[config.mk]
export PLATFORM = sky130hd
export DESIGN_NAME = cmp_edge_timer
export DESIGN_NICKNAME = d
export VERILOG_FILES = /design/src/rtl/cet_pkg.sv /design/src/rtl/cet_regs.sv /design/src/rtl/cet_count.sv /design/src/rtl/cet_edge.sv /design/src/rtl/cmp_edge_timer.sv
export SDC_FILE = /design/constraint.sdc
export NUM_CORES = 1
export LEC_CHECK = 0
export BUFFER_PORTS_ARGS = -buffer_cell sky130_fd_sc_hd__buf_2
export CAP_MARGIN = 20
export CORE_ASPECT_RATIO = 1.1
export CORE_MARGIN = 2
export CORE_UTILIZATION = 51
export CTS_CLUSTER_DIAMETER = 200
export DETAILED_ROUTE_END_ITERATION = 12
export PLACE_DENSITY_LB_ADDON = 0.08
export SLEW_MARGIN = 20
export SYNTH_ARGS = -nofsm -noshare
export SYNTH_HDL_FRONTEND = slang
export SYNTH_SLANG_ARGS = --single-unit
[constraint.sdc]
create_clock -name clk -period 2.6 [get_ports clk]
set_input_delay 0.26 -clock clk [delete_from_list [all_inputs] [get_ports clk]]
set_output_delay 0.26 -clock clk [all_outputs]
set_load 0.05 [all_outputs]
[src/rtl/cet_pkg.sv]
package cet_pkg;

  localparam int DATA_W = 4;
  localparam int DIV_W  = 3;

  typedef struct packed {
    logic mask;
    logic preset;
    logic tstart;
    logic run;
  } ctrl_t;

  typedef enum logic [1:0] {
    EDG_BOTH = 2'b00,
    EDG_FALL = 2'b01,
    EDG_RISE = 2'b10,
    EDG_OFF  = 2'b11
  } edge_sel_e;

  typedef struct packed {
    edge_sel_e  esel;
    logic [1:0] csel;
  } mode_t;

  // A step is due when the low divider bits selected by csel are all ones.
  function automatic logic step_due(input logic [1:0] csel, input logic [DIV_W-1:0] div);
    case (csel)
      2'd0:    return 1'b1;
      2'd1:    return div[0];
      2'd2:    return &div[1:0];
      default: return &div;
    endcase
  endfunction

  function automatic logic edge_hit(input edge_sel_e sel, input logic cur, input logic prev);
    case (sel)
      EDG_RISE: return cur & ~prev;
      EDG_FALL: return ~cur & prev;
      EDG_BOTH: return cur ^ prev;
      default:  return 1'b0;
    endcase
  endfunction

  // Output level after a control write made while stopped.
  function automatic logic preset_level(input ctrl_t w);
    return w.preset ^ (w.run & w.tstart);
  endfunction

endpackage

[src/rtl/cet_regs.sv]
module cet_regs
  import cet_pkg::*;
#(
  parameter int          CMP_W     = 8,
  parameter logic [3:0]  ADDR_CTRL = 4'hC,
  parameter logic [3:0]  ADDR_BANK = 4'hB,
  parameter int          SUB_MODE  = 1,
  parameter int          SUB_C1    = 2,
  parameter int          SUB_C2    = 4
) (
  input  logic              clk,
  input  logic              rst_n,
  input  logic [3:0]        addr,
  input  logic [3:0]        sub,
  input  logic              wr,
  input  logic [DATA_W-1:0] wdata,
  output ctrl_t             ctrl,
  output mode_t             mode,
  output logic [CMP_W-1:0]  cmp1,
  output logic [CMP_W-1:0]  cmp2,
  output logic              preset_we,
  output logic              preset_val
);
  localparam int NIB = CMP_W / DATA_W;

  logic ctrl_wr, bank_wr;
  assign ctrl_wr = wr && (addr == ADDR_CTRL);
  assign bank_wr = wr && (addr == ADDR_BANK);

  // Preset is only honoured while the stored run bit is clear.
  assign preset_we  = ctrl_wr && !ctrl.run;
  assign preset_val = preset_level(ctrl_t'(wdata));

  always_ff @(posedge clk or negedge rst_n) begin
    if (!rst_n) begin
      ctrl <= ctrl_t'('0);
      mode <= mode_t'(4'hF);
    end else begin
      if (ctrl_wr) ctrl <= ctrl_t'(wdata);
      if (bank_wr && sub == 4'(SUB_MODE)) mode <= mode_t'(wdata);
    end
  end

  logic [DATA_W-1:0] c1_nib [NIB];
  logic [DATA_W-1:0] c2_nib [NIB];

  for (genvar i = 0; i < NIB; i++) begin : g_nib
    always_ff @(posedge clk or negedge rst_n) begin
      if (!rst_n) begin
        c1_nib[i] <= '0;
        c2_nib[i] <= '0;
      end else begin
        if (bank_wr && sub == 4'(SUB_C1 + i)) c1_nib[i] <= wdata;
        if (bank_wr && sub == 4'(SUB_C2 + i)) c2_nib[i] <= wdata;
      end
    end
    assign cmp1[i*DATA_W +: DATA_W] = c1_nib[i];
    assign cmp2[i*DATA_W +: DATA_W] = c2_nib[i];
  end

endmodule

[src/rtl/cet_count.sv]
module cet_count
  import cet_pkg::*;
#(
  parameter int CNT_W = 8
) (
  input  logic             clk,
  input  logic             rst_n,
  input  logic             run,
  input  logic             tick_en,
  input  logic [1:0]       csel,
  input  logic [CNT_W-1:0] cmp1,
  input  logic [CNT_W-1:0] cmp2,
  input  logic             preset_we,
  input  logic             preset_val,
  output logic [CNT_W-1:0] cnt,
  output logic             tgl,
  output logic             hit1,
  output logic             hit2
);
  logic [DIV_W-1:0] div_q;
  logic             step;

  assign step = run && tick_en && step_due(csel, div_q);
  assign hit1 = step && (cnt == cmp1);
  assign hit2 = step && (cnt == cmp2);

  always_ff @(posedge clk or negedge rst_n) begin
    if (!rst_n) begin
      div_q <= '0;
      cnt   <= '0;
      tgl   <= 1'b0;
    end else begin
      if (!run) begin
        div_q <= '0;
        cnt   <= '0;
      end else begin
        if (tick_en) div_q <= div_q + 1'b1;
        if (hit2)      cnt <= '0;
        else if (step) cnt <= cnt + 1'b1;
      end
      if (preset_we) tgl <= preset_val;
      else if (hit2) tgl <= ~tgl;
    end
  end

  p_stop_clears_r2: assert property (@(posedge clk) disable iff (!rst_n)
    !run |=> cnt == '0);
  p_hold_no_step_r2: assert property (@(posedge clk) disable iff (!rst_n)
    (run && !step) |=> $stable(cnt));
  p_wrap_toggle_r5: assert property (@(posedge clk) disable iff (!rst_n)
    hit2 |=> (cnt == '0) && (tgl != $past(tgl)));
  p_preset_r6: assert property (@(posedge clk) disable iff (!rst_n)
    preset_we |=> tgl == $past(preset_val));

endmodule

[src/rtl/cet_edge.sv]
module cet_edge
  import cet_pkg::*;
#(
  parameter int SYNC_N = 2
) (
  input  logic      clk,
  input  logic      rst_n,
  input  logic      pin,
  input  edge_sel_e esel,
  output logic      evt
);
  logic [SYNC_N-1:0] sync_q;
  logic              prev_q;
  logic              cur;

  assign cur = sync_q[SYNC_N-1];
  assign evt = edge_hit(esel, cur, prev_q);

  always_ff @(posedge clk or negedge rst_n) begin
    if (!rst_n) begin
      sync_q <= '0;
      prev_q <= 1'b0;
    end else begin
      sync_q <= {sync_q[SYNC_N-2:0], pin};
      prev_q <= cur;
    end
  end

  p_off_quiet_r10: assert property (@(posedge clk) disable iff (!rst_n)
    (esel == EDG_OFF) |-> !evt);

endmodule

[src/rtl/cmp_edge_timer.sv]
module cmp_edge_timer
  import cet_pkg::*;
#(
  parameter int         CNT_W     = 8,
  parameter int         SYNC_N    = 2,
  parameter logic [3:0] ADDR_CTRL = 4'hC,
  parameter logic [3:0] ADDR_BANK = 4'hB
) (
  input  logic       clk,
  input  logic       rst_n,
  input  logic [3:0] bus_addr,
  input  logic [3:0] bus_sub,
  input  logic       bus_wr,
  input  logic       bus_rd,
  input  logic [3:0] bus_wdata,
  output logic [3:0] bus_rdata,
  input  logic       tick_en,
  input  logic       edge_pin,
  output logic       tgl_out,
  output logic       irq
);
  ctrl_t            ctrl;
  mode_t            mode;
  logic [CNT_W-1:0] cmp1, cmp2, cnt;
  logic             preset_we, preset_val;
  logic             hit1, hit2, edge_evt, st_read;
  logic             fl_c1, fl_c2, fl_ed;

  cet_regs #(
    .CMP_W(CNT_W), .ADDR_CTRL(ADDR_CTRL), .ADDR_BANK(ADDR_BANK),
    .SUB_MODE(1), .SUB_C1(2), .SUB_C2(4)
  ) u_regs (
    .clk(clk), .rst_n(rst_n), .addr(bus_addr), .sub(bus_sub), .wr(bus_wr),
    .wdata(bus_wdata), .ctrl(ctrl), .mode(mode), .cmp1(cmp1), .cmp2(cmp2),
    .preset_we(preset_we), .preset_val(preset_val)
  );

  cet_count #(.CNT_W(CNT_W)) u_count (
    .clk(clk), .rst_n(rst_n), .run(ctrl.run), .tick_en(tick_en),
    .csel(mode.csel), .cmp1(cmp1), .cmp2(cmp2), .preset_we(preset_we),
    .preset_val(preset_val), .cnt(cnt), .tgl(tgl_out), .hit1(hit1), .hit2(hit2)
  );

  cet_edge #(.SYNC_N(SYNC_N)) u_edge (
    .clk(clk), .rst_n(rst_n), .pin(edge_pin), .esel(mode.esel), .evt(edge_evt)
  );

  assign st_read   = bus_rd && (bus_addr == ADDR_CTRL);
  assign bus_rdata = st_read ? {1'b0, fl_ed, fl_c2, fl_c1} : 4'b0000;
  assign irq       = edge_evt && ctrl.mask;

  // A set in the same cycle as a read takes priority over the clear.
  always_ff @(posedge clk or negedge rst_n) begin
    if (!rst_n) begin
      fl_c1 <= 1'b0;
      fl_c2 <= 1'b0;
      fl_ed <= 1'b0;
    end else begin
      if (hit1)          fl_c1 <= 1'b1;
      else if (st_read)  fl_c1 <= 1'b0;
      if (hit2)          fl_c2 <= 1'b1;
      else if (st_read)  fl_c2 <= 1'b0;
      if (edge_evt)      fl_ed <= 1'b1;
      else if (st_read)  fl_ed <= 1'b0;
    end
  end

  p_c1_sets_r4: assert property (@(posedge clk) disable iff (!rst_n)
    hit1 |=> fl_c1);
  p_c2_sets_r5: assert property (@(posedge clk) disable iff (!rst_n)
    hit2 |=> fl_c2);
  p_read_clears_r8: assert property (@(posedge clk) disable iff (!rst_n)
    (st_read && !hit1 && !hit2 && !edge_evt) |=> !fl_c1 && !fl_c2 && !fl_ed);
  p_edge_sets_r10: assert property (@(posedge clk) disable iff (!rst_n)
    edge_evt |=> fl_ed);
  p_irq_one_cycle_r11: assert property (@(posedge clk) disable iff (!rst_n)
    irq |=> !irq);

endmodule

==> flow_summary.toml <==
[outcome]
status = "complete, no violations"

[global_route]
grt_overflow = 0
grt_pass1_vias = 1412
grt_pass1_wl_mm = 6.810
antenna_found_initial = 0
grt_start_max_net_pins = 41
grtUsageTotal = 0.2008

[sta]
clock_skew_ps = 6.111
fin_crit_sh = 0.7679
fin_setup_tns_ps = 0
finalCriticalPeriod_ps = 1997
clock.fmax_mhz = 500.9
finalMaxSlewViolations = 0
whs_ps = 72.73
rsz0062_at_grt = "false"
worst_slew_pin_slew_ps = 873.9
relSlewSlack = 0.4174
setup_viol = 0
finalHoldViolCount = 0

[finish]
drive_gt1_frac = 0.3096
layout.nets = 219
antennaDiodeCount = 0
fin_util = 0.5862
layout_commonest_cell = "dfrtp_1"
final_cell_mix = "36 x dfrtp_1, 22 x mux2_2, 22 x buf_2"
area_growth_pct = 11.52
layout.cells.non_filler = 249

[clock_tree]
clk_pin_slew_ps = 80
clkLatencyLatePin_ps = 290
ctsResizeCount = 0
hold_buffers = 0
cts_tree = "built"
cts_num_sinks = 40
cts_buffers = 5
cts_buffer_depth = 2
htree_levels = 2
postCtsSetupBuffers = 0
cts-root-buf = "clkbuf_8"

[drt]
drt-initial-drc-count = 53
firstDrtPassIters = 4
via_per_inst = 5.426
ant_nets = 0
finalWirelength_mm = 3.909
drc = 0
wire_per_inst_um = 15.70
vias = 1351

[floorplan]
die-width_um = 64.48
die_h_um = 70.53
rows = 24
start_util = 0.5256
die_area_mm2 = 0.004547
core_area_mm2 = 0.003904
ioPinCount = 24

[power_and_ir_drop]
powerDensity_mw_per_mm2 = 649.0
total_power_mw = 1.485
ir_worst_vdd_mv = 0.4503
p_leak_nw = 1.192

[yosys]
ys_ff_latch = 40
synthFlopType = "dfrtp_1"
synth-seq-area-share = 0.4902
synth_edf_count = 0
netlist_area_mm2 = 0.002052
syn_nets = 199
synthCells = 176
async_reset_ff_frac = 1.000
avgSynthCellArea_um2 = 11.66
synth.distinct_cells = 40
yosys_warnings = 0

[place]
port-buffer-count = 22
place.gp.congestion = 0.8019
dp_cells = 241
dp_hpwl_mm = 2.978

[job]
cap_violations = 0

[worst_hold_path]
hold_class = "primary input to async pin"

[setup_path]
worstPathCellList = "inv_1, ha_1, nor2_1, a21oi_1, o21ai_0, and2_1, buf_2"
worstSetupPathType = "register to output port"
critPathCaptureType = "output port"
critPathRequiredTime_ps = 2340
cp_max_fo = 2
max_stage_delay_ps = 360
critPathLaunchType = "register"
cp_slowest_cell = "dfrtp_1"
critical_path_arrival_ps = 1740
-- cell usage after synthesis, types with 2 or more instances --
master	number	area, um2
a22o_1	3	26.28
ha_1	5	62.56
a21o_1	3	22.52
a21oi_1	3	15.01
dfstp_2	4	105.1
nand2b_1	2	12.51
and2_1	5	31.28
nand3b_1	4	30.03
mux2i_1	4	40.04
o21ai_0	6	30.03
inv_1	3	11.26
and3_1	5	31.28
nor2b_1	2	12.51
mux2_2	22	247.7
nor2_1	8	30.03
nand2_1	7	26.28
nor3b_1	3	22.52
buf_2	3	15.01
nand3_1	6	30.03
xor2_1	19	166.4
dfrtp_1	36	900.9
xnor2_1	2	17.52
clkbuf_1	3	11.26
nor4_1	2	12.51
-- per-layer routing --
metal  global-route usage  vias to the layer above  part of all wire
met5                    0                        -                 0
met3              0.04348                        7             0.032
met4              0.08511                        0             0.023
met1               0.2548                      672              0.43
met2               0.3322                       21              0.51
li1                     -                      651                 -
-- area by class of cell --
class / instances / area, um2
Tap cell: 52 / 65.06
Inverter: 3 / 11.26
Timing Repair Buffer: 22 / 110.1
Clock inverter: 3 / 42.54
Sequential cell: 40 / 1006
Fill cell: 331 / 1615
Clock buffer: 5 / 68.82
Multi-Input combinational cell: 124 / 984.7
-- power by group --
part	leakage (nW)	total [mW]	switching, mW	internal, mW
Clock	0.0541	0.498	0.214	0.284
Sequential	0.515	0.724	0.0476	0.676
Combinational	0.623	0.264	0.154	0.110
Total	1.19	1.49	0.415	1.07
-- final timing paths --
check	cells past startpoint	end	start	slack [ps]
min in group clk	1	u_edge.sync_q[0]$_DFF_PN0_	edge_pin	70
hold reg to reg	0	u_edge.sync_q[1]$_DFF_PN0_	u_edge.sync_q[0]$_DFF_PN0_	370
hold / removal	1	u_count.div_q[1]$_DFFE_PN0P_	rst_n	70
setup / recovery	7	irq	u_edge.prev_q$_DFF_PN0_	600
max in group asynchronous	1	u_regs.cmp1[5]$_DFFE_PN0P_	rst_n	1970
setup reg to reg	7	u_count.tgl$_DFFE_PN0P_	u_count.div_q[0]$_DFFE_PN0P_	680
-- registers in the layout, indices dropped and copies added, names as in the netlist --
signal / count
u_count.cnt: 8
u_regs.cmp1: 8
u_regs.cmp2: 8
u_regs.mode: 4
u_count.div_q: 3
u_edge.sync_q: 2
u_regs.ctrl: 2
fl_c1: 1
fl_c2: 1
fl_ed: 1
u_count.tgl: 1
u_edge.prev_q: 1
-- through the flow --
stage | setup WS [ps] | cell area (um2)
after floorplan | 837.1 | 2052
after global placement | 818.1 | 2177
after detailed placement | 689.6 | 2177
after CTS | 572.6 | 2288
after global routing | 408.2 | 2288
final | 603.5 | 2288
-- critical path, delay by kind of cell (launching register included) --
kind / cells / cell delay (ps)
and+or+nand+nor: 2 / 260
adders and majority gates: 1 / 270
DFF: 1 / 360
buffers and inverters: 2 / 310
AOI/OAI and AO/OA: 2 / 240
-- cell families (layout without fill, tap and decap cells) --
logic type,Yosys count,count (layout),share of synthesized area
other cells,1,1,0.001828
simple gates,50,50,0.1470
xor+xnor,21,21,0.08964
buf+inv,12,33,0.02987
fa+ha+maj,5,5,0.03049
mux,26,26,0.1402
compound gates,21,21,0.07074
flops,40,40,0.4902
Note: power is estimated with default switching activity, not from simulation.
